## src/rtl/hwmon_pkg.sv

```systemverilog
package hwmon_pkg;
    localparam int MARK_W = 8;
    localparam int FAN_W  = 8;
    localparam int TEMP_W = 16;
    localparam int WORD_W = MARK_W + FAN_W + TEMP_W;
    localparam logic [MARK_W-1:0] FRAME_MARK = 8'h55;

    typedef enum logic [1:0] {
        ST_IDLE,
        ST_SETTLE,
        ST_HI,
        ST_LO
    } rd_state_e;
endpackage

```

## src/rtl/hwmon_frame_split.sv

```systemverilog
module hwmon_frame_split
    import hwmon_pkg::*;
(
    input  logic [WORD_W-1:0] word_i,
    output logic              good_o,
    output logic [FAN_W-1:0]  fan_o,
    output logic [TEMP_W-1:0] temp_o
);
    always_comb begin
        good_o = (word_i[WORD_W-1 -: MARK_W] == FRAME_MARK);
        fan_o  = word_i[TEMP_W +: FAN_W];
        temp_o = word_i[0 +: TEMP_W];
    end
endmodule

```

## src/rtl/hwmon_rate_gate.sv

```systemverilog
module hwmon_rate_gate #(
    parameter int INTERVAL_CYC = 50_000_000
) (
    input  logic clk,
    input  logic rst_n,
    input  logic restart_i,
    output logic hold_o
);
    localparam int IV_W = $clog2(INTERVAL_CYC + 1);

    logic [IV_W-1:0] cnt_d, cnt_q;

    always_comb begin
        cnt_d = cnt_q;
        if (restart_i) begin
            cnt_d = IV_W'(INTERVAL_CYC - 1);
        end else if (cnt_q != '0) begin
            cnt_d = cnt_q - 1'b1;
        end
    end

    always_ff @(posedge clk) begin
        if (!rst_n) cnt_q <= '0;
        else        cnt_q <= cnt_d;
    end

    assign hold_o = (cnt_q != '0);


    restart_hold_chk: assert property (@(posedge clk) disable iff (!rst_n)
        (restart_i && (INTERVAL_CYC > 1)) |=> hold_o);
endmodule

```

## src/rtl/hwmon_reader.sv

```systemverilog
module hwmon_reader
    import hwmon_pkg::*;
#(
    parameter int SETTLE_CYC     = 5_000_000,
    parameter int SETTLE_MIN_CYC = 500_000,
    parameter int PHASE_CYC      = 5_000,
    parameter int PHASE_MIN_CYC  = 750,
    parameter int INTERVAL_CYC   = 50_000_000
) (
    input  logic              clk,
    input  logic              rst_n,
    input  logic              req_i,
    input  logic              sdata_i,
    output logic              cs_n_o,
    output logic              sclk_o,
    output logic [FAN_W-1:0]  fan_o,
    output logic [TEMP_W-1:0] temp_o,
    output logic              valid_o,
    output logic              err_o
);
    localparam int SETTLE_EFF = (SETTLE_CYC < SETTLE_MIN_CYC) ? SETTLE_MIN_CYC : SETTLE_CYC;
    localparam int PHASE_EFF  = (PHASE_CYC < PHASE_MIN_CYC) ? PHASE_MIN_CYC : PHASE_CYC;
    localparam int CNT_MAX    = (SETTLE_EFF > PHASE_EFF) ? SETTLE_EFF : PHASE_EFF;
    localparam int CNT_W      = $clog2(CNT_MAX + 1);
    localparam int BIT_W      = $clog2(WORD_W);
    localparam logic [BIT_W-1:0] LAST_BIT = BIT_W'(WORD_W - 1);

    typedef struct packed {
        rd_state_e          st;
        logic [CNT_W-1:0]   cnt;
        logic [BIT_W-1:0]   bidx;
        logic [WORD_W-1:0]  shreg;
        logic               csn;
        logic               sclk;
        logic [FAN_W-1:0]   fan;
        logic [TEMP_W-1:0]  temp;
        logic               have;
        logic               err;
        logic               valid;
    } rd_regs_t;

    rd_regs_t r_d, r_q;
    logic fin;
    logic hold;
    logic good;
    logic [FAN_W-1:0]  new_fan;
    logic [TEMP_W-1:0] new_temp;

    hwmon_frame_split u_split (
        .word_i (r_q.shreg),
        .good_o (good),
        .fan_o  (new_fan),
        .temp_o (new_temp)
    );

    hwmon_rate_gate #(.INTERVAL_CYC(INTERVAL_CYC)) u_gate (
        .clk       (clk),
        .rst_n     (rst_n),
        .restart_i (fin),
        .hold_o    (hold)
    );

    always_comb begin
        r_d       = r_q;
        r_d.valid = 1'b0;
        fin       = 1'b0;
        case (r_q.st)
            ST_IDLE: begin
                if (req_i && (!r_q.have || !hold)) begin
                    r_d.st   = ST_SETTLE;
                    r_d.csn  = 1'b0;
                    r_d.cnt  = CNT_W'(SETTLE_EFF - 1);
                    r_d.bidx = '0;
                end
            end
            ST_SETTLE: begin
                if (r_q.cnt == '0) begin
                    r_d.st    = ST_HI;
                    r_d.sclk  = 1'b1;
                    r_d.cnt   = CNT_W'(PHASE_EFF - 1);
                    r_d.shreg = {r_q.shreg[WORD_W-2:0], sdata_i};
                end else begin
                    r_d.cnt = r_q.cnt - 1'b1;
                end
            end
            ST_HI: begin
                if (r_q.cnt == '0) begin
                    r_d.st   = ST_LO;
                    r_d.sclk = 1'b0;
                    r_d.cnt  = CNT_W'(PHASE_EFF - 1);
                end else begin
                    r_d.cnt = r_q.cnt - 1'b1;
                end
            end
            ST_LO: begin
                if (r_q.cnt != '0) begin
                    r_d.cnt = r_q.cnt - 1'b1;
                end else if (r_q.bidx == LAST_BIT) begin
                    fin     = 1'b1;
                    r_d.st  = ST_IDLE;
                    r_d.csn = 1'b1;
                    if (good) begin
                        r_d.fan   = new_fan;
                        r_d.temp  = new_temp;
                        r_d.have  = 1'b1;
                        r_d.err   = 1'b0;
                        r_d.valid = 1'b1;
                    end else begin
                        r_d.err = 1'b1;
                    end
                end else begin
                    r_d.bidx  = r_q.bidx + 1'b1;
                    r_d.st    = ST_HI;
                    r_d.sclk  = 1'b1;
                    r_d.cnt   = CNT_W'(PHASE_EFF - 1);
                    r_d.shreg = {r_q.shreg[WORD_W-2:0], sdata_i};
                end
            end
            default: r_d.st = ST_IDLE;
        endcase
    end

    always_ff @(posedge clk) begin
        if (!rst_n) begin
            r_q       <= '0;
            r_q.st    <= ST_IDLE;
            r_q.csn   <= 1'b1;
        end else begin
            r_q <= r_d;
        end
    end

    assign cs_n_o  = r_q.csn;
    assign sclk_o  = r_q.sclk;
    assign fan_o   = r_q.fan;
    assign temp_o  = r_q.temp;
    assign valid_o = r_q.valid;
    assign err_o   = r_q.err;


    sclk_idle_chk: assert property (@(posedge clk) disable iff (!rst_n)
        r_q.csn |-> !r_q.sclk);


    start_gate_chk: assert property (@(posedge clk) disable iff (!rst_n)
        $fell(r_q.csn) |-> $past(!r_q.have || !hold));


    cache_upd_chk: assert property (@(posedge clk) disable iff (!rst_n)
        (!$stable(r_q.fan) || !$stable(r_q.temp)) |-> r_q.valid);


    err_clear_chk: assert property (@(posedge clk) disable iff (!rst_n)
        r_q.valid |-> !r_q.err);


    valid_at_end_chk: assert property (@(posedge clk) disable iff (!rst_n)
        r_q.valid |-> ($rose(r_q.csn) && $past(r_q.st == ST_LO)));
endmodule

```

## config.mk

```make
export PLATFORM = sky130hd
export DESIGN_NAME = hwmon_reader
export DESIGN_NICKNAME = d
export VERILOG_FILES = /design/src/rtl/hwmon_pkg.sv /design/src/rtl/hwmon_frame_split.sv /design/src/rtl/hwmon_rate_gate.sv /design/src/rtl/hwmon_reader.sv
export SDC_FILE = /design/constraint.sdc
export NUM_CORES = 1
export LEC_CHECK = 0
export ABC_CLOCK_PERIOD_IN_PS = 4900
export CORE_UTILIZATION = 64
export CTS_CLUSTER_DIAMETER = 50
export CTS_CLUSTER_SIZE = 16
export DETAILED_ROUTE_END_ITERATION = 8
export GPL_ROUTABILITY_DRIVEN = 0
export MAX_ROUTING_LAYER = met4
export PLACE_DENSITY = 0.95
export SYNTH_ARGS = -nofsm -noshare
export SYNTH_HDL_FRONTEND = slang
export SYNTH_SLANG_ARGS = --single-unit
```

## constraint.sdc

```tcl
create_clock -name clk -period 4.9 [get_ports clk]
set_input_delay 0.98 -clock clk [delete_from_list [all_inputs] [get_ports clk]]
set_output_delay 0.98 -clock clk [all_outputs]
set_load 0.005 [all_outputs]
```

# After elaboration in Yosys (flattened, before gate mapping)
# Index checks and enable logic that the tools add are counted.
[word_totals]
regBits = 117
out_inout_bits = 28
[classes]
n_addsub = 3
n_eq_ne = 12
n_mux = 29
n_bitwise = 4
n_reduce_logical = 22
[ops]
columns = ["operator", "n"]
rows = [
  ["25-bit case mux with 4 select lines", 1],
  ["66-bit two-way mux", 1],
  ["32-bit case mux with 2 select lines", 1],
  ["60-bit two-way mux", 1],
  ["26-bit two-way mux", 2],
  ["23-bit two-way mux", 2],
  ["32-bit two-way mux", 1],
  ["30-bit two-way mux", 1],
  ["27-bit two-way mux", 1],
  ["26-bit nonzero test", 1],
  ["26-bit by 1-bit subtractor with 26-bit output, second input constant", 1],
  ["25-bit two-way mux", 1],
  ["23-bit zero test", 1],
  ["23-bit nonzero test", 1],
  ["23-bit by 1-bit subtractor with 23-bit output, second input constant", 1],
  ["4-bit AND reduction", 5],
  ["2-bit != test, second input constant", 6],
  ["1-bit two-way mux", 10],
  ["5-bit case mux with 2 select lines", 1],
  ["8-bit by 7-bit equality test with 1-bit output, second input constant", 1],
  ["2-bit two-way mux", 4],
  ["2-bit nonzero test", 3],
  ["5-bit by 1-bit adder with 5-bit output, second input constant", 1],
  ["5-bit equality test, second input constant", 1],
  ["16 further kinds", 21],
]

# Longest topological paths before layout
# Gate-level depths: netlist of the first run.
[depth]
ltp_word = 6
mapped_depth = 10

# Modules after synthesis
# A second synthesis of the first run with hierarchy kept.
[unflattened]
hier_cells = 623
area_unflattened_um2 = 5614.1
[by_module_without_submodules]
columns = ["mod", "instances", "cells_each", "area_each_um2", "seq_area_each_um2"]
rows = [
  ["hwmon_reader", 1, 440, 3966.3, 1821.7],
  ["hwmon_rate_gate", 1, 156, 1441.4, 520.5],
  ["hwmon_frame_split", 1, 27, 206.4, 0.0],
]

# Worst setup path before layout of the first run
# Ideal clock, no wire load.
[synth_timing]
kind = "input to register"
start = "input port rst_n"
end = "register r_q[83] (netlist bit)"
setup_time_ps = 79
arrival_ps = 2148
slack_ps = 2673
stages = 5
path_cell_list = "clkbuf_1 inv_1 a211oi_2 or4b_1 o211ai_1"
[synth_lines]
columns = ["item", "line_no", "source"]
rows = [
  ["start, declared", "hwmon_reader.sv:11", "input logic rst_n,"],
  ["end signal, assigned", "hwmon_reader.sv:129", "r_q <= r_d;"],
  ["end, declared", "hwmon_reader.sv:42", "rd_regs_t r_d, r_q;"],
]

# Final worst setup path of the first run
[layout_timing]
start = "register u_gate.cnt_q[21]"
end = "register r_q[85] (netlist bit)"
[layout_between]
elab_chain_cells = 6
[layout_lines]
columns = ["item", "line_no", "source"]
rows = [
  ["start, declared", "hwmon_rate_gate.sv:11", "logic [IV_W-1:0] cnt_d, cnt_q;"],
  ["start signal, assigned", "hwmon_rate_gate.sv:24", "else cnt_q <= cnt_d;"],
  ["26-bit nonzero test", "hwmon_rate_gate.sv:27", "assign hold_o = (cnt_q != '0);"],
  ["1-bit zero test", "hwmon_reader.sv:69", "if (req_i && (!r_q.have || !hold)) begin"],
  ["1-bit logical OR", "hwmon_reader.sv:69", ""],
  ["1-bit logical AND", "hwmon_reader.sv:69", ""],
  ["2-bit != test (no line)", "n/a", ""],
  ["2-bit AND reduction (no line)", "n/a", ""],
]
# Every way passes these cells.
# A chain may end at the register's enable or synchronous reset.

==> impl_metrics.prom, run 1 <==
# TYPE chip_impl_metric gauge
chip_impl_metric{name="cts.hold.buffers_added",unit=""} 0
chip_impl_info{name="layout.cells.most_common",value="sky130_fd_sc_hd__nand2_1"} 1
chip_impl_metric{name="num-nets-final",unit=""} 683
chip_impl_metric{name="die_width",unit="um"} 95.3
chip_impl_metric{name="clkSinkCount",unit=""} 117
chip_impl_metric{name="ctsResizeCount",unit=""} 0
chip_impl_metric{name="vias",unit=""} 5226
chip_impl_metric{name="ys_ff_latch",unit=""} 117
chip_impl_metric{name="detail_route.wl_per_cell",unit="um"} 17.8
chip_impl_metric{name="number_of_antenna_violations_at_the_first_check_in_global_routing",unit=""} 0
chip_impl_metric{name="mappedNetlistArea",unit="mm^2"} 0.00557
chip_impl_metric{name="fin_skew",unit="ps"} 8.47
chip_impl_metric{name="fmax",unit="MHz"} 325
chip_impl_metric{name="initial_utilization",unit=""} 0.671
chip_impl_metric{name="final_worst_path_cycle_share",unit=""} 0.627
chip_impl_info{name="cts_tree",value="yes"} 1
chip_impl_metric{name="drive_gt1_frac",unit=""} 0.0889
chip_impl_metric{name="grt_start_max_net_pins",unit=""} 56
chip_impl_metric{name="cts.path.max_buffers",unit=""} 2
chip_impl_metric{name="floorplan.core_area",unit="mm^2"} 0.00830
chip_impl_metric{name="finalNonFillerCells",unit=""} 791
chip_impl_info{name="status",value="finished, final reports clean"} 1
chip_impl_metric{name="cts_inserted_buffers",unit=""} 17
chip_impl_metric{name="firstDrtPassIters",unit=""} 7
chip_impl_metric{name="place_inst",unit=""} 759
chip_impl_metric{name="cap_violations",unit=""} 0
chip_impl_metric{name="post_synth_inst_count",unit=""} 680
chip_impl_metric{name="core.rowCount",unit=""} 33
chip_impl_metric{name="postCtsSetupRepairBufs",unit=""} 0
chip_impl_metric{name="clk_pin_slew",unit="ps"} 60
chip_impl_info{name="synth-main-ff-cell",value="sky130_fd_sc_hd__dfxtp_1"} 1
chip_impl_metric{name="global_route.usage.total",unit=""} 0.332
chip_impl_metric{name="pwr_density_cell",unit="mW/mm^2"} 508
chip_impl_metric{name="arrival_time_reported_for_the_critical_path_endpoint",unit="ps"} 3520
chip_impl_metric{name="antenna_cells",unit=""} 0
chip_impl_metric{name="synthesis.yosys.warnings",unit=""} 0
chip_impl_info{name="min-delay-path-class",value="register to register"} 1
chip_impl_metric{name="grt_first_pass_wirelength",unit="mm"} 22.5
chip_impl_metric{name="h-tree-depth",unit=""} 4
chip_impl_info{name="critPathCaptureType",value="register"} 1
chip_impl_metric{name="floorplan.io_pins",unit=""} 32
chip_impl_metric{name="relative_area_change_from_synthesis_to_final_layout",unit="%"} 12.2
chip_impl_metric{name="fin_tns_setup",unit="ps"} 0
chip_impl_metric{name="total_leakage_power",unit="nW"} 2.11
chip_impl_metric{name="seq_area_frac_synth",unit=""} 0.421
chip_impl_info{name="most-common-layout-cells",value="140 x sky130_fd_sc_hd__nand2_1, 117 x sky130_fd_sc_hd__dfxtp_1, 83 x sky130_fd_sc_hd__a21oi_1"} 1
chip_impl_info{name="worstSetupPathType",value="register to register"} 1
chip_impl_info{name="cts_root_buffer",value="sky130_fd_sc_hd__clkbuf_8"} 1
chip_impl_metric{name="timing.final.max_slew_violations",unit=""} 0
chip_impl_metric{name="max_slew_margin",unit=""} 0.329
chip_impl_metric{name="dieArea",unit="mm^2"} 0.00908
chip_impl_metric{name="place.port_buffers",unit=""} 31
chip_impl_metric{name="syn-mean-instance-area",unit="um^2"} 8.19
chip_impl_metric{name="detailedPlacementHpwl",unit="mm"} 8.39
chip_impl_metric{name="avgViaCountPerCell",unit=""} 6.61
chip_impl_info{name="critPathLaunchType",value="register"} 1
chip_impl_info{name="rsz0062_at_grt",value="no"} 1
chip_impl_metric{name="timing.final.setup_violations",unit=""} 0
chip_impl_metric{name="synth.lib_cells_used.distinct",unit=""} 65
chip_impl_metric{name="vdd_drop_max",unit="mV"} 0.606
chip_impl_metric{name="postSynthNetCount",unit=""} 690
chip_impl_metric{name="synth_enable_flop_cells",unit=""} 0
chip_impl_metric{name="critical_path.max_fanout",unit=""} 16
chip_impl_metric{name="critPathRequiredTime",unit="ps"} 5350
chip_impl_metric{name="postRouteWirelength",unit="mm"} 14.1
chip_impl_metric{name="grt-ovfl-total",unit=""} 0
chip_impl_metric{name="detail_route.drc_violations",unit=""} 0
chip_impl_metric{name="async_flop_share",unit=""} 0
chip_impl_metric{name="max_slew.worst_pin.slew",unit="ps"} 1000
chip_impl_metric{name="finalHoldViolCount",unit=""} 0
chip_impl_metric{name="dieHeight",unit="um"} 95.3
chip_impl_metric{name="first_global_vias",unit=""} 4845
chip_impl_metric{name="post_layout_min_period",unit="ps"} 3070
chip_impl_metric{name="worstSkewPairLatency",unit="ps"} 540
chip_impl_metric{name="drt_first_iter_violations",unit=""} 437
chip_impl_metric{name="antenna_violating_nets_post_route",unit=""} 0
path summary, 6_finish.rpt:
check,from,endpoint,slack (ps),cells after the start
hold reg to reg,fan_o[4],fan_o[4],450,2
hold / removal,fan_o[4],fan_o[4],450,2
setup / recovery,u_gate.cnt_q[21],r_q[85],1830,5
setup reg to reg,u_gate.cnt_q[21],r_q[85],1830,5
report_power, final:
group / switching, mW / internal [mW] / total, mW
combinational: 0.539 / 0.295 / 0.833
sequential: 0.114 / 1.05 / 1.16
clock: 0.489 / 0.684 / 1.17
synthesized netlist by cell type (3+ instances only):
master	number	area [um^2]
sky130_fd_sc_hd__and2_1	6	37.5
sky130_fd_sc_hd__buf_2	16	80.1
sky130_fd_sc_hd__or4_1	12	90.1
sky130_fd_sc_hd__and4_1	3	26.3
sky130_fd_sc_hd__nor2_1	26	97.6
sky130_fd_sc_hd__xor2_1	16	140
sky130_fd_sc_hd__o31a_1	4	35.0
sky130_fd_sc_hd__nand2_1	140	526
sky130_fd_sc_hd__o21ai_1	23	115
sky130_fd_sc_hd__o211ai_1	9	67.6
sky130_fd_sc_hd__a21oi_1	83	415
sky130_fd_sc_hd__ha_1	6	75.1
sky130_fd_sc_hd__clkbuf_1	19	71.3
sky130_fd_sc_hd__buf_4	24	180
sky130_fd_sc_hd__o31ai_1	3	22.5
sky130_fd_sc_hd__o21ai_0	9	45.0
sky130_fd_sc_hd__a31oi_1	9	56.3
sky130_fd_sc_hd__and3_1	3	18.8
sky130_fd_sc_hd__nand4_1	12	75.1
sky130_fd_sc_hd__buf_6	3	33.8
sky130_fd_sc_hd__or4_4	3	33.8
sky130_fd_sc_hd__a211oi_1	8	60.1
sky130_fd_sc_hd__inv_1	11	41.3
sky130_fd_sc_hd__nor3_1	15	75.1
sky130_fd_sc_hd__xnor2_1	3	26.3
sky130_fd_sc_hd__nor4_1	15	93.8
sky130_fd_sc_hd__or3_1	7	43.8
sky130_fd_sc_hd__nor4_2	4	50.1
sky130_fd_sc_hd__nand3_1	17	85.1
sky130_fd_sc_hd__nor3_2	4	40.0
sky130_fd_sc_hd__o21a_1	6	45.0
sky130_fd_sc_hd__dfxtp_1	117	2340
worst max-delay path, stage by stage (launching register included):
cell and delay (ps):
sky130_fd_sc_hd__dfxtp_1 350, sky130_fd_sc_hd__nor4_1 610, sky130_fd_sc_hd__nand4_1 730, sky130_fd_sc_hd__o21ai_1 630, sky130_fd_sc_hd__nand2_1 340, sky130_fd_sc_hd__a311oi_2 330
metrics by stage:
step           power, mW  worst slack (ps)  utilization  instance area (um^2)  hold WS [ps]
3_3_place_gp        1.91              1720        0.685                  5680           440
4_1_cts             3.14              1980        0.753                  6250           451
2_1_floorplan       1.81              2670            -                  5570           432
6_report            3.17              1830        0.753                  6250           450
5_1_grt             3.30              1690        0.753                  6250           468
3_5_place_dp        1.96              1660        0.685                  5680           443
sequential cells by signal, summed over array words and instances (netlist names):
| signal | cells |
|---|---|
| cs_n_o | 1 |
| err_o | 1 |
| valid_o | 1 |
| u_gate.cnt_q | 26 |
| r_q | 63 |
| temp_o | 16 |
| sclk_o | 1 |
| fan_o | 8 |
layer usage:
metal	global-route usage	vias to the layer above	share of wire
met5	-	-	0
met4	0.157	0	0.036
met3	0.0869	81	0.082
met2	0.535	263	0.49
met1	0.386	2464	0.40
li1	-	2418	-
area by class of cell:
type / count / area [um^2]
clock inverter: 15 / 149
clock buffer: 17 / 414
timing repair buffer: 36 / 348
tap: 105 / 131
sequential: 117 / 2340
fill: 523 / 2050
inverter: 12 / 45.0
multi-input combinational: 489 / 2820
cells by family (layout without fill, tap and decap cells):
logic type	after synthesis	after routing	synth area share
AOI/OAI and AO/OA	175	175	0.190
buffers and inverters	74	80	0.0737
xor gates and xnor gates	19	19	0.0299
and+or+nand+nor	287	287	0.269
DFF	117	117	0.421
muxes	2	2	0.00382
adders and majority gates	6	6	0.0135
Note: power is estimated with default switching activity, not from simulation.
==> run 2: changes to the inputs <==
- ABC_CLOCK_PERIOD_IN_PS: 4900 -> 3200
- CORE_UTILIZATION: 64 -> 60
- PLACE_DENSITY: 0.95 -> 0.9
- clock period: 4.9 -> 3.2 ns (I/O delays scaled with it)
==> impl_metrics.prom, run 2 (synthesis gave the netlist of run 1 again) <==
# TYPE chip_impl_metric gauge
chip_impl_metric{name="largest_register_ffs",unit=""} 63
chip_impl_info{name="cts_root_buffer",value="sky130_fd_sc_hd__clkbuf_8"} 1
chip_impl_metric{name="clk_pin_slew",unit="ps"} 60
chip_impl_metric{name="h-tree-depth",unit=""} 4
chip_impl_metric{name="arrival_time_reported_for_the_critical_path_endpoint",unit="ps"} 3060
chip_impl_metric{name="vias",unit=""} 5119
chip_impl_metric{name="postRouteWirelength",unit="mm"} 13.4
chip_impl_metric{name="grt-ovfl-total",unit=""} 0
chip_impl_metric{name="number_of_antenna_violations_at_the_first_check_in_global_routing",unit=""} 0
chip_impl_metric{name="detailedPlacementHpwl",unit="mm"} 8.58
chip_impl_metric{name="worstSkewPairLatency",unit="ps"} 530
chip_impl_metric{name="clkSinkCount",unit=""} 117
chip_impl_metric{name="drt_first_iter_violations",unit=""} 370
chip_impl_info{name="rsz0062_at_grt",value="no"} 1
chip_impl_metric{name="final_worst_path_cycle_share",unit=""} 0.833
chip_impl_metric{name="floorplan.io_pins",unit=""} 32
chip_impl_metric{name="grt_first_pass_wirelength",unit="mm"} 22.5
chip_impl_metric{name="floorplan.core_area",unit="mm^2"} 0.00885
chip_impl_metric{name="fillerInstances",unit=""} 643
chip_impl_metric{name="multiInputGateArea",unit="mm^2"} 0.00282
chip_impl_metric{name="finalHoldViolCount",unit=""} 0
chip_impl_metric{name="initial_utilization",unit=""} 0.629
chip_impl_metric{name="cap_violations",unit=""} 0
chip_impl_metric{name="cts.path.max_buffers",unit=""} 2
chip_impl_metric{name="die_width",unit="um"} 98.3
chip_impl_metric{name="firstDrtPassIters",unit=""} 7
chip_impl_metric{name="antenna_violating_nets_post_route",unit=""} 0
chip_impl_metric{name="timing.final.max_slew_violations",unit=""} 0
chip_impl_metric{name="antenna_cells",unit=""} 0
chip_impl_metric{name="drive_gt1_frac",unit=""} 0.0994
chip_impl_info{name="worstSetupPathType",value="register to register"} 1
chip_impl_info{name="critPathCaptureType",value="register"} 1
chip_impl_metric{name="num-nets-final",unit=""} 691
chip_impl_metric{name="max_slew_margin",unit=""} 0.448
chip_impl_metric{name="avgViaCountPerCell",unit=""} 6.38
chip_impl_info{name="cts_tree",value="yes"} 1
chip_impl_metric{name="postCtsSetupRepairBufs",unit=""} 0
chip_impl_metric{name="ctsResizeCount",unit=""} 0
chip_impl_metric{name="relative_area_change_from_synthesis_to_final_layout",unit="%"} 13.2
chip_impl_metric{name="pwr_density_cell",unit="mW/mm^2"} 770
chip_impl_metric{name="worstRegToRegCells",unit=""} 8
chip_impl_metric{name="dieArea",unit="mm^2"} 0.00967
chip_impl_metric{name="first_global_vias",unit=""} 4868
chip_impl_metric{name="fin_tns_setup",unit="ps"} 0
chip_impl_metric{name="grt_start_max_net_pins",unit=""} 51
chip_impl_info{name="critPathLaunchType",value="register"} 1
chip_impl_info{name="layout.cells.most_common",value="sky130_fd_sc_hd__nand2_1"} 1
chip_impl_metric{name="post_layout_min_period",unit="ps"} 2670
chip_impl_metric{name="detail_route.wl_per_cell",unit="um"} 16.7
chip_impl_metric{name="dpl-instance-area",unit="mm^2"} 0.00575
chip_impl_metric{name="detail_route.drc_violations",unit=""} 0
chip_impl_info{name="min-delay-path-class",value="register to register"} 1
chip_impl_metric{name="fmax",unit="MHz"} 375
chip_impl_metric{name="cts.hold.buffers_added",unit=""} 0
chip_impl_metric{name="min_delay_path_depth",unit=""} 2
chip_impl_info{name="most-common-layout-cells",value="140 x sky130_fd_sc_hd__nand2_1, 117 x sky130_fd_sc_hd__dfxtp_1, 83 x sky130_fd_sc_hd__a21oi_1"} 1
chip_impl_metric{name="global_route.usage.total",unit=""} 0.301
chip_impl_metric{name="vdd_drop_max",unit="mV"} 0.888
chip_impl_metric{name="combined_flip_flop_and_latch_cell_area",unit="mm^2"} 0.00234
chip_impl_metric{name="total_leakage_power",unit="nW"} 2.13
chip_impl_info{name="max_flop_register",value="r_q"} 1
chip_impl_metric{name="timing.final.setup_violations",unit=""} 0
chip_impl_metric{name="finalInstanceArea",unit="mm^2"} 0.00630
chip_impl_metric{name="critPathRequiredTime",unit="ps"} 3590
chip_impl_metric{name="fin_skew",unit="ps"} 8.89
chip_impl_metric{name="core.rowCount",unit=""} 34
chip_impl_metric{name="place.port_buffers",unit=""} 31
chip_impl_metric{name="critical_path.max_fanout",unit=""} 24
chip_impl_metric{name="cts_inserted_buffers",unit=""} 17
chip_impl_info{name="status",value="finished, final reports clean"} 1
chip_impl_metric{name="max_slew.worst_pin.slew",unit="ps"} 828
chip_impl_metric{name="dieHeight",unit="um"} 98.3
==> run 2: final cells by class <==
type | instances | share of cell area
clock buffers | 18 | 0.0679
clock inverters | 14 | 0.0204
inverters | 12 | 0.00715
multi-input cells | 489 | 0.447
flip-flops and latches | 117 | 0.372
well taps | 108 | 0.0214
repair buffers | 44 | 0.0647
==> run 2: worst max-delay path, cell delays in order (launching register included) <==
cell                      delay (ps)
sky130_fd_sc_hd__dfxtp_1         380
sky130_fd_sc_hd__ha_1            200
sky130_fd_sc_hd__and3_1          160
sky130_fd_sc_hd__ha_1            260
sky130_fd_sc_hd__and3_1          280
sky130_fd_sc_hd__nand4_1         210
sky130_fd_sc_hd__or3_1           730
sky130_fd_sc_hd__nand2_1         200
sky130_fd_sc_hd__a21oi_1         100
==> run 2: path summary, 6_finish.rpt <==
kind / from / end / slack, ps
worst max-delay path: r_q[61] / temp_o[12] / 530
worst min-delay path: fan_o[4] / fan_o[4] / 450
worst max register to register: r_q[61] / temp_o[12] / 530
worst min register to register: fan_o[4] / fan_o[4] / 450
==> run 2: power breakdown <==
group / leakage (nW) / switching (mW) / internal (mW) / total, mW
clock network: 0.268 / 0.718 / 1.05 / 1.77
registers: 0.950 / 0.179 / 1.61 / 1.79
logic: 0.917 / 0.808 / 0.488 / 1.30
==> run 2: through the flow <==
step                      total power [mW]  setup WS (ps)  hold WS (ps)  std cells  utilization
after floorplan                       2.77           1010           432        680            -
after global placement                2.98            757           439        770        0.649
after global routing                  5.07            312           478        802        0.712
after CTS                             4.84            533           457        802        0.712
after detailed placement              3.05            606           447        770        0.649
final                                 4.86            534           455        802        0.712
==> run 2: per-layer routing <==
layer,share of wire,wire length (um),global-route usage
met1,0.42,5590,0.346
met2,0.49,6530,0.485
met3,0.068,919,0.0809
met4,0.029,386,0.150
met5,0,0,-
==> run 3: changes to the inputs <==
- ABC_CLOCK_PERIOD_IN_PS: 3200 -> 2250
- CORE_UTILIZATION: 60 -> 54
- PLACE_DENSITY: 0.9 -> 0.86
- clock period: 3.2 -> 2.25 ns (I/O delays scaled with it)
==> impl_metrics.prom, run 3 (synthesis gave the netlist of run 1 again) <==
# TYPE chip_impl_metric gauge
chip_impl_metric{name="grt_first_pass_wirelength",unit="mm"} 22.9
chip_impl_metric{name="worst-r2r-setup-slack",unit="ps"} -80
chip_impl_metric{name="postRouteWirelength",unit="mm"} 15.1
chip_impl_metric{name="initial_utilization",unit=""} 0.565
chip_impl_metric{name="floorplan.io_pins",unit=""} 32
chip_impl_metric{name="max_slew_margin",unit=""} 0.420
chip_impl_metric{name="dieHeight",unit="um"} 104
chip_impl_metric{name="timing.final.max_slew_violations",unit=""} 0
chip_impl_metric{name="max_slew.worst_pin.slew",unit="ps"} 870
chip_impl_metric{name="clkSinkCount",unit=""} 117
chip_impl_metric{name="worstRegToRegCells",unit=""} 8
chip_impl_metric{name="met3_length",unit="mm"} 1.04
chip_impl_metric{name="global_route.usage.total",unit=""} 0.271
chip_impl_info{name="critPathLaunchType",value="register"} 1
chip_impl_metric{name="worstSkewPairLatency",unit="ps"} 530
chip_impl_metric{name="grt_start_max_net_pins",unit=""} 82
chip_impl_metric{name="vias",unit=""} 5396
chip_impl_metric{name="avgViaCountPerCell",unit=""} 6.36
chip_impl_info{name="hold_path_startpoint",value="fan_o[2]"} 1
chip_impl_metric{name="fmax",unit="MHz"} 428
chip_impl_metric{name="drt_first_iter_violations",unit=""} 436
chip_impl_metric{name="antenna_cells",unit=""} 0
chip_impl_info{name="min-delay-path-class",value="register to register"} 1
chip_impl_metric{name="clk_pin_slew",unit="ps"} 60
chip_impl_info{name="status",value="complete, but fails checks"} 1
chip_impl_metric{name="path_buf_inv",unit=""} 2
chip_impl_metric{name="place.port_buffers",unit=""} 31
chip_impl_metric{name="cts_inserted_buffers",unit=""} 17
chip_impl_metric{name="pwr_density_cell",unit="mW/mm^2"} 1120
chip_impl_metric{name="crit_path_max_incr_delay",unit="ps"} 530
chip_impl_metric{name="detailedPlacementHpwl",unit="mm"} 8.97
chip_impl_metric{name="wl_met2",unit="mm"} 7.59
chip_impl_metric{name="grt-ovfl-total",unit=""} 0
chip_impl_info{name="cts_tree",value="yes"} 1
chip_impl_metric{name="dp_worst_setup_slack",unit="ps"} -151
chip_impl_metric{name="core.rowCount",unit=""} 36
chip_impl_metric{name="firstDrtPassIters",unit=""} 5
chip_impl_metric{name="num-nets-final",unit=""} 715
chip_impl_info{name="max_flop_register",value="r_q"} 1
chip_impl_metric{name="timing.final.setup_violations",unit=""} 3
chip_impl_info{name="rsz0062_at_grt",value="yes"} 1
chip_impl_metric{name="detail_route.wl_per_cell",unit="um"} 17.8
chip_impl_info{name="worstSetupPathType",value="register to register"} 1
chip_impl_metric{name="cts.path.max_buffers",unit=""} 2
chip_impl_metric{name="finalWorstSetupSlack",unit="ps"} -84.5
chip_impl_metric{name="critical_path.max_fanout",unit=""} 6
chip_impl_metric{name="finalPower",unit="mW"} 7.62
chip_impl_metric{name="combined_flip_flop_and_latch_cell_area",unit="mm^2"} 0.00235
chip_impl_info{name="cts_root_buffer",value="sky130_fd_sc_hd__clkbuf_8"} 1
chip_impl_metric{name="die_width",unit="um"} 104
chip_impl_metric{name="route.layer.met1.wl",unit="mm"} 5.87
chip_impl_info{name="crit_family",value="simple AND/OR/NAND/NOR gates"} 1
chip_impl_metric{name="post_layout_min_period",unit="ps"} 2330
chip_impl_metric{name="number_of_antenna_violations_at_the_first_check_in_global_routing",unit=""} 0
chip_impl_info{name="critPathCaptureType",value="register"} 1
chip_impl_info{name="violations",value="negative setup slack"} 1
chip_impl_info{name="cp-endpoint",value="r_q[77]"} 1
chip_impl_info{name="cpMaxStageDelayCell",value="sky130_fd_sc_hd__or4b_4"} 1
chip_impl_info{name="crit_path_cells",value="inv_1, ha_2, or4b_4, nor4_4, buf_4, nand2_2, a31oi_1, a211oi_1"} 1
chip_impl_info{name="top_layer",value="met4"} 1
chip_impl_info{name="critPathLaunch",value="r_q[66]"} 1
chip_impl_info{name="r2r-end",value="r_q[77]"} 1
chip_impl_metric{name="drive_gt1_frac",unit=""} 0.155
chip_impl_metric{name="final_worst_path_cycle_share",unit=""} 1.04
chip_impl_metric{name="finalHoldViolCount",unit=""} 0
chip_impl_info{name="most-common-layout-cells",value="138 x sky130_fd_sc_hd__nand2_1, 114 x sky130_fd_sc_hd__dfxtp_1, 83 x sky130_fd_sc_hd__a21oi_1"} 1
chip_impl_metric{name="arrival_time_reported_for_the_critical_path_endpoint",unit="ps"} 2700
chip_impl_metric{name="cap_violations",unit=""} 0
chip_impl_metric{name="detail_route.drc_violations",unit=""} 0
chip_impl_metric{name="antenna_violating_nets_post_route",unit=""} 0
chip_impl_metric{name="critPathRequiredTime",unit="ps"} 2620
chip_impl_metric{name="worst-path-stages",unit=""} 8
chip_impl_info{name="layout.cells.most_common",value="sky130_fd_sc_hd__nand2_1"} 1
chip_impl_metric{name="dieArea",unit="mm^2"} 0.0107
chip_impl_metric{name="relative_area_change_from_synthesis_to_final_layout",unit="%"} 21.9
chip_impl_metric{name="floorplan.core_area",unit="mm^2"} 0.00986
chip_impl_metric{name="total_leakage_power",unit="nW"} 2.33
chip_impl_metric{name="largest_register_ffs",unit=""} 63
chip_impl_metric{name="holdWs",unit="ps"} 449
chip_impl_metric{name="h-tree-depth",unit=""} 4
chip_impl_metric{name="first_global_vias",unit=""} 5026
chip_impl_metric{name="fillerInstances",unit=""} 657
chip_impl_metric{name="multiInputGateArea",unit="mm^2"} 0.00296
chip_impl_metric{name="vdd_drop_max",unit="mV"} 1.13
chip_impl_info{name="reg2reg_from",value="r_q[66]"} 1
chip_impl_metric{name="fin_skew",unit="ps"} 8.11
-- run 3: cell types whose count changed in the layout (fill, tap and decap cells not counted), sizes merged --
cell      change
buf          +23
bufinv        +3
clkbuf        +4
clkinv        -4
clkinvlp      -2
inv           -2
-- run 3: through the flow --
step | std cells | instance area [um^2] | setup TNS [ps] | utilization
2_1_floorplan | 680 | 5570 | 0 | -
3_3_place_gp | 812 | 5960 | -280 | 0.604
3_5_place_dp | 812 | 5960 | -1240 | 0.604
4_1_cts | 842 | 6590 | -45.6 | 0.668
5_1_grt | 849 | 6790 | -2970 | 0.688
6_report | 849 | 6790 | -101 | 0.688
-- run 3: layout make-up --
type / instances / area share
well taps: 133 / 0.0245
multi-input cells: 489 / 0.436
repair buffers: 68 / 0.0971
flip-flops and latches: 117 / 0.346
clock inverters: 9 / 0.0223
inverters: 12 / 0.00663
clock buffers: 21 / 0.0676
-- run 3: layer usage --
layer / track usage / vias up
li1: - / 2459
met1: 0.305 / 2579
met2: 0.432 / 279
met3: 0.0730 / 79
met4: 0.157 / 0
met5: - / -
-- run 3: timing repair --
action,4_1_cts,5_1_grt
endpoints found under the setup margin,21,102
hold buffers,0,0
gates cloned,0,1
pin swaps,1,9
buffers inserted,0,6
gates resized for setup,6,26
-- run 3: worst min path at each step --
stage / slack (ps) / to / cells past startpoint
global route: 470 / fan_o[2] / 2
detailed placement: 440 / fan_o[2] / 2
finish: 450 / fan_o[2] / 2
floorplan: 430 / temp_o[0] / 2
global placement: 440 / temp_o[12] / 2
CTS: 450 / fan_o[2] / 2
-- run 3: power by group --
| group | internal (mW) | total [mW] | switching [mW] | leakage [nW] |
|---|---|---|---|---|
| sequential | 2.29 | 2.56 | 0.275 | 0.952 |
| combinational | 0.939 | 2.24 | 1.30 | 1.08 |
| clock | 1.87 | 2.83 | 0.956 | 0.300 |
| total | 5.10 | 7.62 | 2.53 | 2.33 |
-- run 3: worst register-to-register path, cell delays in order, from the launching register on --
cell,delay (ps)
sky130_fd_sc_hd__dfxtp_2,340
sky130_fd_sc_hd__inv_1,80
sky130_fd_sc_hd__ha_2,200
sky130_fd_sc_hd__or4b_4,530
sky130_fd_sc_hd__nor4_4,300
sky130_fd_sc_hd__buf_4,180
sky130_fd_sc_hd__nand2_2,140
sky130_fd_sc_hd__a31oi_1,260
sky130_fd_sc_hd__a211oi_1,150
